File: src/rtl/alignr_pkg.sv
package alignr_pkg;

    localparam int unsigned BYTE_BITS    = 8;
    localparam int unsigned COUNT_BITS   = 8;

    typedef enum logic {
        MODE_NARROW = 1'b0,
        MODE_WIDE   = 1'b1
    } op_mode_e;

    typedef struct packed {
        logic                  valid;
        op_mode_e              mode;
        logic [COUNT_BITS-1:0] count;
    } op_ctl_t;

    function automatic int unsigned fine_bits(input int unsigned gran);
        return (gran > 1) ? $clog2(gran) : 1;
    endfunction

endpackage

File: src/rtl/alignr_byte_shift.sv
module alignr_byte_shift #(
    parameter int unsigned IN_BYTES  = 32,
    parameter int unsigned OUT_BYTES = 19,
    parameter int unsigned GRAN      = 4,
    parameter int unsigned SH_W      = 6
) (
    input  logic [IN_BYTES*8-1:0]  src,
    input  logic [SH_W-1:0]        shift,
    output logic [OUT_BYTES*8-1:0] dst
);
    localparam int unsigned IDX_W = SH_W + $clog2(GRAN + 1) + $clog2(OUT_BYTES + 1) + 1;
    localparam int unsigned SEL_W = $clog2(IN_BYTES);

    logic [IDX_W-1:0] base;
    assign base = IDX_W'(shift) * IDX_W'(GRAN);

    for (genvar i = 0; i < int'(OUT_BYTES); i++) begin : g_byte
        logic [IDX_W-1:0] idx;
        logic [SEL_W-1:0] sel;
        logic             in_range;
        assign idx      = base + IDX_W'(i);
        assign sel      = idx[SEL_W-1:0];
        assign in_range = (idx < IDX_W'(IN_BYTES));
        assign dst[8*i +: 8] = in_range ? src[{sel, 3'b000} +: 8] : 8'h00;
    end
endmodule

File: src/rtl/alignr_wide_path.sv
module alignr_wide_path
    import alignr_pkg::*;
#(
    parameter int unsigned BYTES = 16,
    parameter int unsigned GRAN  = 4
) (
    input  logic                   clk,
    input  logic                   rst,
    input  logic                   start,
    input  logic [COUNT_BITS-1:0]  count,
    input  logic [BYTES*8-1:0]     hi,
    input  logic [BYTES*8-1:0]     lo,
    output logic                   res_valid,
    output logic [BYTES*8-1:0]     res_data
);
    localparam int unsigned CAT_BYTES = 2 * BYTES;
    localparam int unsigned WIN_BYTES = BYTES + GRAN - 1;
    localparam int unsigned FINE_W    = fine_bits(GRAN);
    localparam int unsigned COARSE_W  = COUNT_BITS - FINE_W;

    logic [CAT_BYTES*8-1:0] cat;
    logic [WIN_BYTES*8-1:0] coarse_win;
    logic [WIN_BYTES*8-1:0] s1_win;
    logic [FINE_W-1:0]      s1_fine;
    logic                   s1_valid;
    logic [BYTES*8-1:0]     fine_out;

    assign cat = {hi, lo};

    // Stage one: move the window by whole groups of GRAN bytes.
    alignr_byte_shift #(
        .IN_BYTES (CAT_BYTES),
        .OUT_BYTES(WIN_BYTES),
        .GRAN     (GRAN),
        .SH_W     (COARSE_W)
    ) u_coarse (
        .src  (cat),
        .shift(count[COUNT_BITS-1:FINE_W]),
        .dst  (coarse_win)
    );

    always_ff @(posedge clk) begin
        if (rst || !start) begin
            s1_valid <= 1'b0;
            s1_fine  <= '0;
            s1_win   <= '0;
        end else begin
            s1_valid <= 1'b1;
            s1_fine  <= count[FINE_W-1:0];
            s1_win   <= coarse_win;
        end
    end

    // Stage two: the remaining byte offset inside one group.
    alignr_byte_shift #(
        .IN_BYTES (WIN_BYTES),
        .OUT_BYTES(BYTES),
        .GRAN     (1),
        .SH_W     (FINE_W)
    ) u_fine (
        .src  (s1_win),
        .shift(s1_fine),
        .dst  (fine_out)
    );

    always_ff @(posedge clk) begin
        if (rst || !s1_valid) begin
            res_valid <= 1'b0;
            res_data  <= '0;
        end else begin
            res_valid <= 1'b1;
            res_data  <= fine_out;
        end
    end
endmodule

File: src/rtl/alignr_narrow_path.sv
module alignr_narrow_path
    import alignr_pkg::*;
#(
    parameter int unsigned BYTES = 8
) (
    input  logic                  clk,
    input  logic                  rst,
    input  logic                  start,
    input  logic [COUNT_BITS-1:0] count,
    input  logic [BYTES*8-1:0]    hi,
    input  logic [BYTES*8-1:0]    lo,
    output logic                  res_valid,
    output logic [BYTES*8-1:0]    res_data
);
    logic [2*BYTES*8-1:0] cat;
    logic [BYTES*8-1:0]   win;

    assign cat = {hi, lo};

    alignr_byte_shift #(
        .IN_BYTES (2 * BYTES),
        .OUT_BYTES(BYTES),
        .GRAN     (1),
        .SH_W     (COUNT_BITS)
    ) u_shift (
        .src  (cat),
        .shift(count),
        .dst  (win)
    );

    always_ff @(posedge clk) begin
        if (rst || !start) begin
            res_valid <= 1'b0;
            res_data  <= '0;
        end else begin
            res_valid <= 1'b1;
            res_data  <= win;
        end
    end
endmodule

File: src/rtl/alignr_unit.sv
module alignr_unit
    import alignr_pkg::*;
#(
    parameter int unsigned WIDE_BYTES   = 16,
    parameter int unsigned NARROW_BYTES = 8,
    parameter int unsigned COARSE_GRAN  = 4
) (
    input  logic                      clk,
    input  logic                      rst,
    input  logic                      in_valid,
    input  logic                      in_mode,
    input  logic [COUNT_BITS-1:0]     in_count,
    input  logic [WIDE_BYTES*8-1:0]   in_hi,
    input  logic [WIDE_BYTES*8-1:0]   in_lo,
    output logic                      out_valid,
    output logic [WIDE_BYTES*8-1:0]   out_data
);
    localparam int unsigned WIDE_BITS   = WIDE_BYTES * 8;
    localparam int unsigned NARROW_BITS = NARROW_BYTES * 8;

    op_ctl_t                ctl;
    logic                   wide_start;
    logic                   narrow_start;
    logic                   wide_valid;
    logic [WIDE_BITS-1:0]   wide_data;
    logic                   narrow_valid;
    logic [NARROW_BITS-1:0] narrow_data;

    assign ctl = '{valid: in_valid, mode: op_mode_e'(in_mode), count: in_count};
    assign wide_start   = ctl.valid && (ctl.mode == MODE_WIDE);
    assign narrow_start = ctl.valid && (ctl.mode == MODE_NARROW);

    alignr_wide_path #(
        .BYTES(WIDE_BYTES),
        .GRAN (COARSE_GRAN)
    ) u_wide (
        .clk      (clk),
        .rst      (rst),
        .start    (wide_start),
        .count    (ctl.count),
        .hi       (in_hi),
        .lo       (in_lo),
        .res_valid(wide_valid),
        .res_data (wide_data)
    );

    alignr_narrow_path #(
        .BYTES(NARROW_BYTES)
    ) u_narrow (
        .clk      (clk),
        .rst      (rst),
        .start    (narrow_start),
        .count    (ctl.count),
        .hi       (in_hi[NARROW_BITS-1:0]),
        .lo       (in_lo[NARROW_BITS-1:0]),
        .res_valid(narrow_valid),
        .res_data (narrow_data)
    );

    always_comb begin
        out_valid = wide_valid || narrow_valid;
        if (wide_valid) begin
            out_data = wide_data;
        end else begin
            out_data = {{(WIDE_BITS - NARROW_BITS){1'b0}}, narrow_data};
        end
    end
endmodule

File: config.mk
export PLATFORM = sky130hd
export DESIGN_NAME = alignr_unit
export DESIGN_NICKNAME = d
export VERILOG_FILES = /design/src/rtl/alignr_pkg.sv /design/src/rtl/alignr_byte_shift.sv /design/src/rtl/alignr_wide_path.sv /design/src/rtl/alignr_narrow_path.sv /design/src/rtl/alignr_unit.sv
export SDC_FILE = /design/constraint.sdc
export NUM_CORES = 1
export LEC_CHECK = 0
export BUFFER_PORTS_ARGS = -buffer_cell sky130_fd_sc_hd__buf_2
export CAP_MARGIN = 20
export CORE_UTILIZATION = 40
export CTS_CLUSTER_SIZE = 14
export DETAILED_ROUTE_END_ITERATION = 8
export REMOVE_ABC_BUFFERS = 1
export SETUP_SLACK_MARGIN = 0.15
export SYNTH_ARGS = -nofsm -noshare
export SYNTH_HDL_FRONTEND = slang
export SYNTH_SLANG_ARGS = --single-unit
File: constraint.sdc
create_clock -name clk -period 2.8 [get_ports clk]
set_input_delay 0.14 -clock clk [delete_from_list [all_inputs] [get_ports clk]]
set_output_delay 0.14 -clock clk [all_outputs]
set_load 0.05 [all_outputs]
==> results of run 1 <==
-- stage by stage --
step	power, mW	utilization, %	setup slack (ns)	cells
floorplan	7.30	-	-3.59	1883
global placement	8.59	45.3	0.149	3221
detailed placement	8.66	45.3	0.197	3222
CTS	14.2	47.5	0.249	3304
global route	14.7	47.6	0.161	3309
finish	14.2	47.6	0.196	3312
-- final cells by class --
cell class              count  area share [%]
multi-input cells        1523            59.4
flip-flops and latches    349            22.8
repair buffers            489            9.57
clock buffers              59            4.06
well taps                 855            3.49
clock inverters            19           0.497
inverters                  11           0.151
diodes                      7          0.0571
-- metal layers --
metal  part of all wire, %  track usage [%]  wire length [um]
met1                    39             39.5             38800
met2                    47             46.6             46800
met3                    10             7.16             10200
met4                   3.1             9.60              3070
met5                 0.024                0                24
-- power by group --
part / switching [mW] / internal, mW / leakage (nW)
logic: 1.91 / 1.72 / 8.15
registers: 0.0220 / 4.99 / 2.81
clock network: 2.37 / 3.23 / 0.686
-- sequential cells by signal, summed over array words and instances (netlist names) --
signal,count
u_narrow.res_data,64
u_narrow.res_valid,1
u_wide.res_data,128
u_wide.res_valid,1
u_wide.s1_fine,2
u_wide.s1_valid,1
u_wide.s1_win,152
-- final timing paths --
| kind | start | endpoint | cells after the start |
|---|---|---|---|
| worst max-delay path | in_count[0] | u_narrow.res_data[59] | 10 |
| worst min-delay path | in_lo[112] | u_wide.s1_win[112] | 4 |
| worst max register to register | u_wide.s1_fine[0] | u_wide.res_data[107] | 5 |
| worst min register to register | u_wide.s1_valid | u_wide.res_data[44] | 2 |
-- worst min-delay path: stages --
cell,delay (ns)
buf_2,0.11
mux4_2,0.23
mux2i_1,0.06
nor2_1,0.07
-- logic make-up (layout without fill, tap and decap cells) --
family                     after synthesis  in the layout  synth area share (%)
and+or+nand+nor                        536            536                  10.2
buffers and inverters                  214            578                  3.92
muxes                                  649            649                  50.2
DFF                                    349            349                  26.8
adders and majority gates               19             19                 0.911
AOI/OAI and AO/OA                      289            289                  6.93
other                                    0              7                     0
xor gates and xnor gates                30             30                  1.06
-- timing repair --
item / in CTS / in global routing
resized for setup: 0 / 0
setup endpoints to repair: 0 / 6
endpoints found under the hold margin: 3 / 0
hold buffers: 4 / 0
buffers inserted: 0 / 1
-- Yosys cell counts, types with 6 or more instances --
cell      number  area share [%]
mux4_2       512              44
dfxtp_1      349              27
nand2_1      190             2.7
and2_1       182             4.4
a21oi_1      145             2.8
a22oi_1      113             3.2
nor2_1        94             1.4
buf_2         84             1.6
clkbuf_1      75             1.1
mux2i_1       65             2.5
mux2_2        64             2.8
nor2b_1       26            0.62
buf_1         25            0.36
xnor2_1       23            0.77
ha_1          19            0.91
buf_4         13            0.37
nand3_1        9            0.17
a21boi_1       8            0.23
mux4_1         8            0.81
nor3b_1        8            0.23
nor3_1         6            0.12
==> metrics, run 1 <==
status=finished, final reports clean; Clock Tree Buf Depth=3; Setup crit start kind=input pin; worst clock skew=just under 0.02 ns; die area=~0.066 mm2; ys async rst share=0%; DR vias=21,880; PwrDens=464 mW/mm2; crit path max-delay cell type=o211ai_1; final hold slack=roughly 0.058 ns; Cell Rows=93; Die H=257 um; Reg clk slew, reported paths=0.06 ns; crit-path cells=dlygate4sd3_1 > buf_6 > inv_1 > ha_1 > nor2b_1 > o211ai_1 > and3_1 > o211ai_1 > buf_4 > nor3b_1; initial antenna violation count=8; gr ovfl total=0; routed len/inst=29.8 um; P&R area growth vs syn=17.6%; drc violations=0; 1st-iter DRT viols=roughly 2,500; EDFF count, synth=0; Seq cells post-synth=349; vias in the first global route=about 22,000; largest net degree at the start of global routing=81; Clk Latency, worst-skew pair=approximately 0.6 ns; most used cell, CP=o211ai_1; total wire length=between 90 and 100 mm; DP Area=between 0.02 and 0.03 mm2; Final HPWL DP=~72 mm; Post-Syn Instances=2,086; Worst Path Max Fanout=13; Max-Cap Viols=0; number of hold violations in the final report=0; leading cell type in the layout, fill and taps excluded=mux4_2; Worst Path Arrival=3.03 ns; fin crit period=about 2.6 ns; Synth cell types=56; Die X=257 um; maximum vdd drop=about 0.39 mV; Register Area=~0.007 mm2; fin nets=about 2,700; synthesized area per cell=12.5 um2; I/O pin count=~400; crit end category=register; dominant synthesized flop cell=dfxtp_1; Tcrit/Tclk final=between 90% and 100%; antenna-violating nets left=0; worst path required time=3.23 ns; H-tree levels=2; multi-input logic area=0.0182 mm2; Buf+Inv Stages, Crit Path=4; initial cell density of the core=about two fifths; worst reg-to-reg setup slack=approximately 0.90 ns; Hold Crit Class=in -> reg; core footprint=approximately 0.064 mm2; GRT Util Overall=29.4%; most frequent cells in the layout=mux4_2 (512), buf_2 (391), dfxtp_1 (346); CTS tree=built; Seq/Total Area, Yosys=a little over a quarter; unrepaired setup endpoints after global routing=no; clock sinks=roughly 350; LEAKAGE=~12 nW; final-report max-slew violation count=0; root buffer cell=clkbuf_16; post-route cell area=0.0307 mm2; share of cells above drive strength 1=around 47%; slew margin rel.=27.8%; Crit Path Class=in -> reg; Crit path max-delay family=buffers and inverters; Port Buffers=roughly 400; endpoints failing setup=0; Mapped Area=around 0.026 mm2; setup_tns=0 ns; Yosys warnings=0; CP peak stage delay=roughly 0.84 ns; first-pass GRT wire length=approximately 150 mm; via/cell ratio=about 6.6; routability cong.=between 0.9 and 1; CTS Buf Count=43; filler instances=5,875; Worst Tran Pin Value=1.08 ns; f_max=just under 0.4 GHz; Pre-antenna DRT Iters=6
(Power assumes the default switching activity.)
==> inputs of run 2 (changes only) <==
==> constraint.sdc (replaced) <==
create_clock -name clk -period 3.08 [get_ports clk]
set_input_delay 0.154 -clock clk [delete_from_list [all_inputs] [get_ports clk]]
set_output_delay 0.154 -clock clk [all_outputs]
set_load 0.05 [all_outputs]
==> metrics, run 2 (synthesis gave the netlist of run 1 again) <==
status=finished, final reports clean; initial antenna violation count=6; final core utilization=a little under half; largest net degree at the start of global routing=a little under 80; fin crit period=2.45 ns; f_max=about 0.41 GHz; number of hold violations in the final report=0; H-tree levels=2; worst reg-to-reg setup slack=0.90 ns; Final HPWL DP=approximately 70 mm; Worst Path Arrival=2.30 ns; via/cell ratio=approximately 6.7; Non-Filler Instances=between 3,000 and 4,000; clock sinks=around 350; setup_tns=0 ns; antenna-violating nets left=0; final-report max-slew violation count=0; die area=0.0663 mm2; P&R area growth vs syn=17.7%; final hold slack=approximately 0.043 ns; maximum vdd drop=about 0.37 mV; Hold Crit Class=in -> reg; Worst Tran Pin Value=~1.3 ns; crit end category=primary output; Die X=257 um; LEAKAGE=11.7 nW; CTS Buf Count=43; min-delay src=in_count[0]; most frequent cells in the layout=mux4_2 (512), buf_2 (391), dfxtp_1 (346); PwrDens=435 mW/mm2; unrepaired setup endpoints after global routing=no; Clk Latency, worst-skew pair=~0.59 ns; Reg clk slew, reported paths=about 0.060 ns; leading cell type in the layout, fill and taps excluded=mux4_2; hold buffers post-CTS=0; routability cong.=between 0.9 and 1; Setup crit start kind=register; CTS tree=built; filler instances=5,811; 1st-iter DRT viols=about 2,600; worst clock skew=~0.028 ns; drc violations=0; worst path required time=around 2.9 ns; Worst R2R End=u_wide.res_data[41]; Crit Path Class=reg -> out; endpoints failing setup=0; DR vias=~22,000; share of cells above drive strength 1=a little under half; Post-CTS Resized=0; power after layout=approximately 13 mW; gr ovfl total=0; vias in the first global route=around 22,000; Die H=257 um; core footprint=roughly 0.064 mm2; fin nets=~2,700; Worst R2R Start=u_wide.s1_fine[0]; placed instance count=3,215; first-pass GRT wire length=between 100 and 150 mm; Cell Rows=93; GRT Util Overall=29.9%; Max-Cap Viols=0; Clock Tree Buf Depth=3; cells on worst reg2reg path=3; root buffer cell=clkbuf_16; Tcrit/Tclk final=~80%; worst hold endpoint=u_wide.s1_fine[0]; biggest regs=u_wide.s1_win: 152 flops, u_wide.res_data: 128 flops, u_narrow.res_data: 64 flops; routed len/inst=between 30 and 40 um; number of flip-flops in the largest register=between 150 and 200; Pre-antenna DRT Iters=6; Worst Path Max Fanout=45; total wire length=roughly 100 mm; Port Buffers=between 300 and 400; Cells on Worst Hold Path=3; # Post-CTS Setup Buffers=0; Biggest register=u_wide.s1_win; I/O pin count=397; slew margin rel.=between 15 and 20%; initial cell density of the core=between 40% and 50%
[run 2: worst max-delay path by stage]
stage	depth (start not counted)	startpoint	endpoint	slack [ns]
after floorplan	2	u_wide.s1_fine[0]	u_wide.res_data[120]	-3.31
after detailed placement	6	in_count[1]	u_narrow.res_data[57]	0.33
after CTS	3	u_wide.res_valid	out_data[52]	0.57
after global routing	3	u_wide.res_valid	out_data[1]	0.51
final	3	u_wide.res_valid	out_data[1]	0.63
after global placement	6	in_count[1]	u_narrow.res_data[60]	0.46
[run 2: cell type report]
type                       count  area [um2]  area share (%)
multi-input combinational   1523       18200            59.3
sequential                   349        7000            22.8
timing repair buffer         479        2860            9.30
clock buffer                  65        1280            4.17
tap                          855        1070            3.48
clock inverter                14         243           0.790
inverter                      11        46.3           0.151
antenna                        3        7.51          0.0244
[run 2: report_power, final]
group	leakage [nW]	internal (mW)	total [mW]	switching, mW
sequential	2.81	4.54	4.57	0.0329
clock	0.736	3.37	5.51	2.14
combinational	8.11	1.54	3.29	1.75
[run 2: routing by layer]
| metal | share of wire [%] | vias to the layer above | GRT usage, % | wire length, um |
|---|---|---|---|---|
| met4 | 3.3 | 8 | 9.94 | 3340 |
| met1 | 38 | 11279 | 40.0 | 38600 |
| met2 | 47 | 1566 | 47.1 | 47100 |
| met3 | 11 | 247 | 7.51 | 11200 |
| met5 | 0.046 | - | 0 | 46 |
| li1 | - | 8945 | - | - |
[run 2: metrics by stage]
stage | instance area, um2 | setup WS (ns)
6_report | 30700 | 0.629
4_1_cts | 30700 | 0.565
2_1_floorplan | 25100 | -3.31
3_3_place_gp | 29200 | 0.463
3_5_place_dp | 29200 | 0.332
5_1_grt | 30700 | 0.515
[run 2: worst max-delay path: stages, from the launching register on]
cell and delay, ns:
dfxtp_4 0.75, buf_12 0.31, mux2_2 0.40, buf_2 0.22
